**src/rtl/dll_ctrl_pkg.sv**
```systemverilog
package dll_ctrl_pkg;

  localparam int unsigned DLY_W   = 6;
  localparam int unsigned DLY_MID = 1 << (DLY_W - 1);

  typedef logic [DLY_W-1:0] dly_word_t;

  typedef enum logic {
    DIR_DN = 1'b0,
    DIR_UP = 1'b1
  } dir_e;

  function automatic dly_word_t bin2gray(input dly_word_t b);
    return b ^ (b >> 1);
  endfunction

  function automatic dly_word_t gray2bin(input dly_word_t g);
    dly_word_t b;
    b[DLY_W-1] = g[DLY_W-1];
    for (int i = DLY_W - 2; i >= 0; i--) begin
      b[i] = b[i+1] ^ g[i];
    end
    return b;
  endfunction

endpackage

```
**src/rtl/dll_rst_sync.sv**
```systemverilog
module dll_rst_sync #(
  parameter int unsigned STAGES = 2
) (
  input  logic clk,
  input  logic rst_n,
  output logic rst_sync_n
);

  logic [STAGES-1:0] sync_q;
  logic [STAGES-1:0] sync_d;

  always_comb begin
    sync_d = {sync_q[STAGES-2:0], 1'b1};
  end

  always_ff @(posedge clk or negedge rst_n) begin
    if (!rst_n) sync_q <= '0;
    else        sync_q <= sync_d;
  end

  assign rst_sync_n = sync_q[STAGES-1];

endmodule

```
**src/rtl/dll_upd_tick.sv**
```systemverilog
module dll_upd_tick #(
  parameter int unsigned UPD_DIV = 4
) (
  input  logic clk,
  input  logic rst_n,
  output logic tick
);

  generate
    if (UPD_DIV > 1) begin : g_div
      localparam int unsigned CW = $clog2(UPD_DIV);
      localparam logic [CW-1:0] LAST = CW'(UPD_DIV - 1);

      logic [CW-1:0] cnt_q;
      logic [CW-1:0] cnt_d;
      logic          cnt_en;

      assign cnt_en = 1'b1;
      assign tick   = (cnt_q == LAST);

      always_comb begin
        cnt_d = cnt_q;
        if (cnt_en) begin
          if (cnt_q == LAST) cnt_d = '0;
          else               cnt_d = cnt_q + 1'b1;
        end
      end

      always_ff @(posedge clk or negedge rst_n) begin
        if (!rst_n) cnt_q <= '0;
        else        cnt_q <= cnt_d;
      end

      // an update is never followed directly by another when UPD_DIV > 1
      a_r2_tick_spacing: assert property (@(posedge clk) disable iff (!rst_n)
        tick |=> !tick);
    end else begin : g_nodiv
      assign tick = 1'b1;
    end
  endgenerate

endmodule

```
**src/rtl/dll_gray_updn.sv**
```systemverilog
module dll_gray_updn
  import dll_ctrl_pkg::*;
(
  input  logic      clk,
  input  logic      rst_n,
  input  logic      tick,
  input  dir_e      dir,
  output dly_word_t gray_q,
  output dly_word_t bin
);

  localparam dly_word_t MAXV  = {DLY_W{1'b1}};
  localparam dly_word_t MINV  = '0;
  localparam dly_word_t RST_G = bin2gray(dly_word_t'(DLY_MID));

  dly_word_t bin_nxt;
  dly_word_t gray_d;
  logic      at_top;
  logic      at_bot;

  assign bin    = gray2bin(gray_q);
  assign at_top = (bin == MAXV);
  assign at_bot = (bin == MINV);

  always_comb begin
    bin_nxt = bin;
    if (tick) begin
      if (dir == DIR_UP && !at_top)      bin_nxt = bin + 1'b1;
      else if (dir == DIR_DN && !at_bot) bin_nxt = bin - 1'b1;
    end
    gray_d = bin2gray(bin_nxt);
  end

  always_ff @(posedge clk or negedge rst_n) begin
    if (!rst_n)    gray_q <= RST_G;
    else if (tick) gray_q <= gray_d;
  end

  // at most one bit of the Gray word toggles per clock
  a_r5_single_bit_step: assert property (@(posedge clk) disable iff (!rst_n)
    1'b1 |=> ($countones(gray_q ^ $past(gray_q)) <= 1));

  // no movement without an update tick
  a_r2_hold_between_ticks: assert property (@(posedge clk) disable iff (!rst_n)
    !tick |=> $stable(gray_q));

  // no wrap past the top
  a_r4_sat_top: assert property (@(posedge clk) disable iff (!rst_n)
    (tick && dir == DIR_UP && at_top) |=> $stable(gray_q));

  // no wrap past the bottom
  a_r4_sat_bottom: assert property (@(posedge clk) disable iff (!rst_n)
    (tick && dir == DIR_DN && at_bot) |=> $stable(gray_q));

  // an up-step never lowers the binary setting
  a_r3_up_not_down: assert property (@(posedge clk) disable iff (!rst_n)
    (tick && dir == DIR_UP) |=> (bin >= $past(bin)));

endmodule

```
**src/rtl/dll_lock_det.sv**
```systemverilog
module dll_lock_det
  import dll_ctrl_pkg::*;
#(
  parameter int unsigned LOCK_ALT   = 4,
  parameter int unsigned UNLOCK_RUN = 3
) (
  input  logic clk,
  input  logic rst_n,
  input  logic tick,
  input  dir_e dir,
  output logic locked
);

  localparam int unsigned AW = $clog2(LOCK_ALT + 1);
  localparam int unsigned RW = $clog2(UNLOCK_RUN + 2);
  localparam logic [AW-1:0] ALT_TGT = AW'(LOCK_ALT);
  localparam logic [RW-1:0] RUN_LIM = RW'(UNLOCK_RUN);
  localparam logic [RW-1:0] RUN_TOP = RW'(UNLOCK_RUN + 1);

  logic [AW-1:0] alt_q, alt_d;
  logic [RW-1:0] run_q, run_d;
  dir_e          prev_q, prev_d;
  logic          seen_q, seen_d;
  logic          lock_q, lock_d;

  always_comb begin
    alt_d  = alt_q;
    run_d  = run_q;
    prev_d = prev_q;
    seen_d = seen_q;
    lock_d = lock_q;
    if (tick) begin
      prev_d = dir;
      seen_d = 1'b1;
      if (!seen_q) begin
        alt_d = '0;
        run_d = RW'(1);
      end else if (dir != prev_q) begin
        alt_d = (alt_q == ALT_TGT) ? alt_q : alt_q + 1'b1;
        run_d = RW'(1);
      end else begin
        alt_d = '0;
        run_d = (run_q == RUN_TOP) ? run_q : run_q + 1'b1;
      end
      if (alt_d >= ALT_TGT)      lock_d = 1'b1;
      else if (run_d > RUN_LIM)  lock_d = 1'b0;
    end
  end

  always_ff @(posedge clk or negedge rst_n) begin
    if (!rst_n) begin
      alt_q  <= '0;
      run_q  <= '0;
      prev_q <= DIR_DN;
      seen_q <= 1'b0;
      lock_q <= 1'b0;
    end else if (tick) begin
      alt_q  <= alt_d;
      run_q  <= run_d;
      prev_q <= prev_d;
      seen_q <= seen_d;
      lock_q <= lock_d;
    end
  end

  assign locked = lock_q;

  // lock status only moves on update edges
  a_r9_lock_on_tick_only: assert property (@(posedge clk) disable iff (!rst_n)
    !tick |=> $stable(locked));

  // lock can only rise on an alternating update
  a_r7_rise_needs_alternation: assert property (@(posedge clk) disable iff (!rst_n)
    (tick && seen_q && dir == prev_q) |=> !$rose(locked));

  // lock can only fall on a repeated-direction update
  a_r8_fall_needs_run: assert property (@(posedge clk) disable iff (!rst_n)
    (tick && seen_q && dir != prev_q) |=> !$fell(locked));

endmodule

```
**src/rtl/dll_delay_ctrl.sv**
```systemverilog
module dll_delay_ctrl
  import dll_ctrl_pkg::*;
#(
  parameter int unsigned UPD_DIV    = 4,
  parameter int unsigned LOCK_ALT   = 4,
  parameter int unsigned UNLOCK_RUN = 3
) (
  input  logic               clk_ref,
  input  logic               rst_n,
  input  logic               phase_up,
  output logic [DLY_W-1:0]   dly_gray,
  output logic [DLY_W-1:0]   dly_bin,
  output logic               dll_locked
);

  logic      rst_int_n;
  logic      upd_tick;
  dir_e      dir;
  dly_word_t gray_w;
  dly_word_t bin_w;

  assign dir = phase_up ? DIR_UP : DIR_DN;

  dll_rst_sync #(
    .STAGES (2)
  ) u_rst_sync (
    .clk        (clk_ref),
    .rst_n      (rst_n),
    .rst_sync_n (rst_int_n)
  );

  dll_upd_tick #(
    .UPD_DIV (UPD_DIV)
  ) u_tick (
    .clk   (clk_ref),
    .rst_n (rst_int_n),
    .tick  (upd_tick)
  );

  dll_gray_updn u_cnt (
    .clk    (clk_ref),
    .rst_n  (rst_int_n),
    .tick   (upd_tick),
    .dir    (dir),
    .gray_q (gray_w),
    .bin    (bin_w)
  );

  dll_lock_det #(
    .LOCK_ALT   (LOCK_ALT),
    .UNLOCK_RUN (UNLOCK_RUN)
  ) u_lock (
    .clk    (clk_ref),
    .rst_n  (rst_int_n),
    .tick   (upd_tick),
    .dir    (dir),
    .locked (dll_locked)
  );

  assign dly_gray = gray_w;
  assign dly_bin  = bin_w;

  // binary copy agrees with the Gray word in its top bit
  a_r6_msb_agree: assert property (@(posedge clk_ref) disable iff (!rst_int_n)
    dly_bin[DLY_W-1] == dly_gray[DLY_W-1]);

endmodule

```
**config.mk**
```make
export PLATFORM = sky130hd
export DESIGN_NAME = dll_delay_ctrl
export DESIGN_NICKNAME = d
export VERILOG_FILES = /design/src/rtl/dll_ctrl_pkg.sv /design/src/rtl/dll_rst_sync.sv /design/src/rtl/dll_upd_tick.sv /design/src/rtl/dll_gray_updn.sv /design/src/rtl/dll_lock_det.sv /design/src/rtl/dll_delay_ctrl.sv
export SDC_FILE = /design/constraint.sdc
export NUM_CORES = 1
export LEC_CHECK = 0
export ABC_CLOCK_PERIOD_IN_PS = 2600
export CORE_MARGIN = 2
export CORE_UTILIZATION = 30
export CTS_BUF_LIST = sky130_fd_sc_hd__clkbuf_8
export DETAILED_ROUTE_END_ITERATION = 12
export HOLD_SLACK_MARGIN = 0.02
export PLACE_DENSITY = 0.54
export SYNTH_ARGS = -nofsm -noshare
export SYNTH_HDL_FRONTEND = slang
export SYNTH_SLANG_ARGS = --single-unit
```
**constraint.sdc**
```tcl
create_clock -name clk_ref -period 2.6 [get_ports clk_ref]
set_input_delay 0.39 -clock clk_ref [delete_from_list [all_inputs] [get_ports clk_ref]]
set_output_delay 0.39 -clock clk_ref [all_outputs]
set_load 0.05 [all_outputs]
```
# Word-level counts from Yosys, hierarchy flattened
# Index checks and enable logic that the tools add are counted.
word_totals:
  ff_bits: 19
classes:
  n_mux: 15
  reduce_logical: 7
  n_lt_le_gt_ge: 2
  addsub: 5
  bitwise: 7
  n_eq_ne: 5
ops:
  columns: ["cell", "count"]
  rows:
  - ["3-bit two-way mux", 8]
  - ["6-bit two-way mux", 3]
  - ["3-bit by 1-bit adder with 3-bit output, second input constant", 2]
  - ["6-bit by 1-bit adder with 6-bit output, second input constant", 1]
  - ["3-bit equality test, second input constant", 2]
  - ["6-bit equality test, second input constant", 1]
  - ["6-bit logical NOT", 1]
  - ["6-bit by 1-bit subtractor with 6-bit output, second input constant", 1]
  - ["6-bit by 5-bit XOR with 6-bit output", 1]
  - ["1-bit XOR", 5]
  - ["3-bit >= comparator, second input constant", 1]
  - ["3-bit by 2-bit > comparator with 1-bit output, second input constant", 1]
  - ["1-bit two-way mux", 3]
  - ["2-bit by 1-bit adder with 2-bit output, second input constant", 1]
  - ["2-bit equality test, second input constant", 1]
  - ["1-bit logical AND", 2]
  - ["1-bit logical NOT", 2]
  - ["2-bit two-way mux", 1]
  - ["2-bit AND reduction", 1]
  - ["2-bit nonzero test", 1]
  - ["1-bit inequality test", 1]
  - ["1-bit inverter", 1]

# Longest topological paths before layout
logic_depth:
  ltp_word: 12
  ltp_mapped: 14
  ltp_nobuf: 14

# Modules after synthesis
# From an unflattened synthesis, not the netlist that was laid out.
unflattened:
  hier_cells: 148
  hier_area_um2: 1366.3
modules_own_cells:
  columns: ["module", "instances", "cells_per_inst", "area_per_inst_um2"]
  rows:
  - ["dll_gray_updn", 1, 90, 768.2]
  - ["dll_lock_det", 1, 51, 478.0]
  - ["dll_upd_tick", 1, 4, 66.3]
  - ["dll_rst_sync", 1, 3, 53.8]

# Worst setup path before layout
# OpenSTA, ideal clock, no wires.
synth_path:
  path_type: "register to register"
  start: "register u_cnt.gray_q[5]"
  end: "register u_cnt.gray_q[3]"
  setup_time_ns: 0.134
  path_buffers: 0
  stages_incl_launch_ff: 15
  setup_slack_ns: -2.362
  synth_period_minus_slack_ns: 4.962
  arrival_ns: 4.829
  required_time_ns: 2.466
  path_cell_list: "dfstp_2 > inv_1 > ha_1 > ha_1 > inv_1 > ha_1 > inv_1 > ha_1 > inv_1 > ha_1 > and4b_1 > a21oi_1 > a211oi_2 > xor2_1 > mux2i_1"
synth_between:
  elab_chain_cells: 12
  word_cells_on_any_way: 17
  classes_between: "add/sub: 2; eq/ne: 1; mux: 3; bitwise: 6; reduce/logical: 5"
synth_rtl:
  columns: ["element", "line", "text"]
  rows:
  - ["from (decl)", "dll_gray_updn.sv:8", "output dly_word_t gray_q,"]
  - ["from (signal assigned)", "dll_gray_updn.sv:36", "else if (tick) gray_q <= gray_d;"]
  - ["1-bit XOR *", "dll_ctrl_pkg.sv:21", "b[i] = b[i+1] ^ g[i];"]
  - ["named net dly_bin[4]", "dll_delay_ctrl.sv:12", "output logic [DLY_W-1:0] dly_bin,"]
  - ["1-bit XOR *", "dll_ctrl_pkg.sv:21", null]
  - ["named net dly_bin[3]", "dll_delay_ctrl.sv:12", null]
  - ["1-bit XOR *", "dll_ctrl_pkg.sv:21", null]
  - ["named net dly_bin[2]", "dll_delay_ctrl.sv:12", null]
  - ["1-bit XOR *", "dll_ctrl_pkg.sv:21", null]
  - ["named net dly_bin[1]", "dll_delay_ctrl.sv:12", null]
  - ["branches (longest 5 deep; another with 6-bit by 1-bit subtractor with 6-bit output)", null, null]
  - ["6-bit two-way mux *", "dll_gray_updn.sv:28", "if (dir == DIR_UP && !at_top) bin_nxt = bin + 1'b1;"]
  - ["6-bit two-way mux *", "dll_gray_updn.sv:27", "if (tick) begin"]
  - ["6-bit by 5-bit XOR with 6-bit output *", "dll_ctrl_pkg.sv:14", "return b ^ (b >> 1);"]
# Mark *: on every way through the listed nets, which the timed path passes.
# A chain may end at the register's enable or synchronous reset.

# Worst setup path in the final report
layout_path:
  start: "register u_cnt.gray_q[5]"
  end: "register u_cnt.gray_q[3]"
layout_between:
  elab_chain_cells: 12
  word_cells_on_any_way: 17
  classes_between: "add/sub: 2; eq/ne: 1; mux: 3; bitwise: 6; reduce/logical: 5"
layout_rtl:
  columns: ["element", "line"]
  rows:
  - ["branches (longest 10 deep; another with 6-bit by 1-bit subtractor with 6-bit output)", null]
  - ["6-bit two-way mux *", "dll_gray_updn.sv:27"]
  - ["6-bit by 5-bit XOR with 6-bit output *", "dll_ctrl_pkg.sv:14"]
# Mark *: on every way between the ends.

==> metrics.txt <==
status=complete, but fails checks; violated checks=negative setup slack; Inserted Diodes=0; DR iter-0 viols=30; post-synthesis mux area share=3.26%; Detail Placement HPWL=2370 microns; met2 routed wirelength=1550 microns; placed insts=218; startpoint types=flip-flop; initial core utilization=31.9%; post-synthesis compound-gate area fraction=13.3%; WL met1=1400 microns; GRT Residual Overflow=0; number of flops mapped to enable cells by yosys=0; met3 wire len=87 microns; Fin. Hold Viols=0; total number of vias=1,146; Hold Path Class=in -> async; fmax=292 MHz; largest net degree at the start of global routing=20; CP Max Fanout=3; R2R Setup Slk=-830 ps; Adder-Cell Fraction of Synth Area=14.4%; Worst Setup Path Type=reg -> reg; uppermost layer routed=met3; average cell area after synthesis=9.59 sq um; layout net count=198; I/O Buffers=15; largest family of logic cells by synthesized area=simple AND/OR/NAND/NOR gates; Post-Syn Area=1300 sq um; Simple-Gate Fraction of Synth Area=17.3%; library cells used by synthesis=39; vias per std cell=5.00; Data arrival, critical path=3560 ps; TritonCTS clock tree=yes; initial antenna violation count=0; root buf cell=clkbuf_8; fillcell total=398; Die W=69.9 microns; setup TNS=-5660 ps; Tmin final=3430 ps; ys async rst share=100%; DIE AREA=4890 sq um; Avg WL per Cell=13.2 microns; GPL Wtd Cong=0.795; Synth warnings=0; critical path required time=2740 ps; drt pass-1 iters=4; P&R area growth vs syn=55.1%; vias in the first global route=1,106; Post-DRT Antenna Nets=0; Clock Pin Slew Worst Setup and Hold Paths=70 ps; Final setup viols=9; Rows=23; syn_nets=154; Crit. End Element=flip-flop; clock skew after layout=1.27 ps; DRC viols=0; Slew Limit Headroom=50.9%; Non-Filler Instances=229; Clock Path Buffers=2; DRT Wirelength=3030 microns; worst slew pin tran=736 ps; post-synthesis sequential area ratio=36.7%; Final period util=132%; # clock sinks=19; Syn Inst Count=136; I/O pin total=16; layout cells sized above 1=38.0%; RSZ-0062 raised after global routing=yes; gr usage total=12.5%; Primary FF master, synth=dfrtp_1; worst skew pair latency=250 ps; maxcap violations=0; first-pass GRT wire length=5020 microns; Synth Area in XOR/XNOR=7.77%; Slew Limit Fails=0; Final Worst Setup Slack=-828 ps; die extent in y=69.9 microns; flop and latch count out of synthesis=19; cts bufs inserted=3; core area=4090 sq um; htree depth=1
-- layout by cell type, fill, tap and decap left out, types with 4 or more instances in the layout --
cell type,instances
clkdlybuf4s50_1,11
dfrtp_1,17
clkinvlp_4,4
inv_1,11
buf_4,26
o21ai_0,5
nand2_1,8
ha_1,9
nor2_1,9
xnor2_2,5
a21oi_1,12
buf_12,4
ha_4,6
-- state kept, by name, indices dropped and copies added (netlist names) --
name                cells
u_lock.seen_q           1
u_cnt.gray_q            6
u_lock.alt_q            3
u_lock.prev_q           1
u_rst_sync.sync_q       2
u_tick.g_div.cnt_q      2
u_lock.run_q            3
u_lock.locked           1
-- critical path: stages, from the launching register on --
cell and delay [ps]:
dfstp_4 630, inv_4 40, ha_4 240, ha_4 280
clkinvlp_4 90, ha_4 290, clkinvlp_4 90, ha_4 290
clkinvlp_4 130, ha_4 290, nand3b_1 60, or3_4 340
a211oi_4 290, xor2_1 170, mux2i_1 80
-- synth_stat cells, types with 2 or more instances --
master | number | share of area (%)
a21oi_1 | 12 | 4.6
a31oi_1 | 2 | 0.96
and3_1 | 3 | 1.4
buf_1 | 2 | 0.58
dfrtp_1 | 17 | 33
dfstp_2 | 2 | 4.0
ha_1 | 15 | 14
inv_1 | 16 | 4.6
mux2_2 | 2 | 1.7
mux2i_1 | 2 | 1.5
nand2_1 | 8 | 2.3
nand2b_1 | 3 | 1.4
nand3_1 | 2 | 0.77
nand3b_1 | 3 | 1.7
nand4b_1 | 2 | 1.3
nor2_1 | 9 | 2.6
nor3_1 | 3 | 1.2
o21ai_0 | 5 | 1.9
xnor2_1 | 8 | 5.4
-- worst paths after layout --
path	startpoint	endpoint	cells after the start
max in group asynchronous	u_rst_sync.sync_q[1]	u_tick.g_div.cnt_q[1]	0
setup / recovery	u_cnt.gray_q[5]	u_cnt.gray_q[3]	14
setup reg to reg	u_cnt.gray_q[5]	u_cnt.gray_q[3]	14
min in group clk_ref	u_rst_sync.sync_q[0]	u_rst_sync.sync_q[1]	0
hold reg to reg	u_rst_sync.sync_q[1]	u_lock.alt_q[1]	0
hold / removal	rst_n	u_rst_sync.sync_q[0]	1
-- cell families after synthesis --
kind of cell / count (synthesis)
simple gates: 39
compound gates: 27
buf+inv: 21
flops: 19
fa+ha+maj: 15
xor+xnor: 10
mux: 4
other cells: 1
-- layer usage --
| layer | track usage, % | vias up |
|---|---|---|
| li1 | - | 551 |
| met3 | 1.88 | 0 |
| met4 | 1.92 | 0 |
| met2 | 21.8 | 16 |
| met5 | 0 | - |
| met1 | 16.6 | 579 |
-- stage by stage --
stage	cell area, sq um	utilization (%)	hold slack [ps]	worst slack [ps]
final	2020	49.5	292	-828
after CTS	1930	47.1	287	-817
after global routing	2020	49.5	282	-949
after floorplan	1430	-	94.4	-1860
after global placement	1810	44.4	316	-776
after detailed placement	1810	44.4	329	-819
-- final cells by class --
cell class              instances  area, sq um  area share [%]
clock buffers                   3         41.3            2.04
clock inverters                 1         3.75           0.186
flip-flops and latches         19          482            23.8
inverters                      16         77.6            3.84
multi-input cells              96          936            46.3
repair buffers                 44          419            20.7
well taps                      50         62.6            3.09
-- timing repair --
action / in CTS / in global routing
hold endpoints to repair: 0 / 0
setup endpoints to repair: 9 / 9
pin swaps: 8 / 12
gates resized for setup: 6 / 10
hold buffers: 0 / 0
buffers inserted: 5 / 5
Power is not shown: default switching activity piles up to over one toggle a cycle in this logic, so the estimate is an artifact.
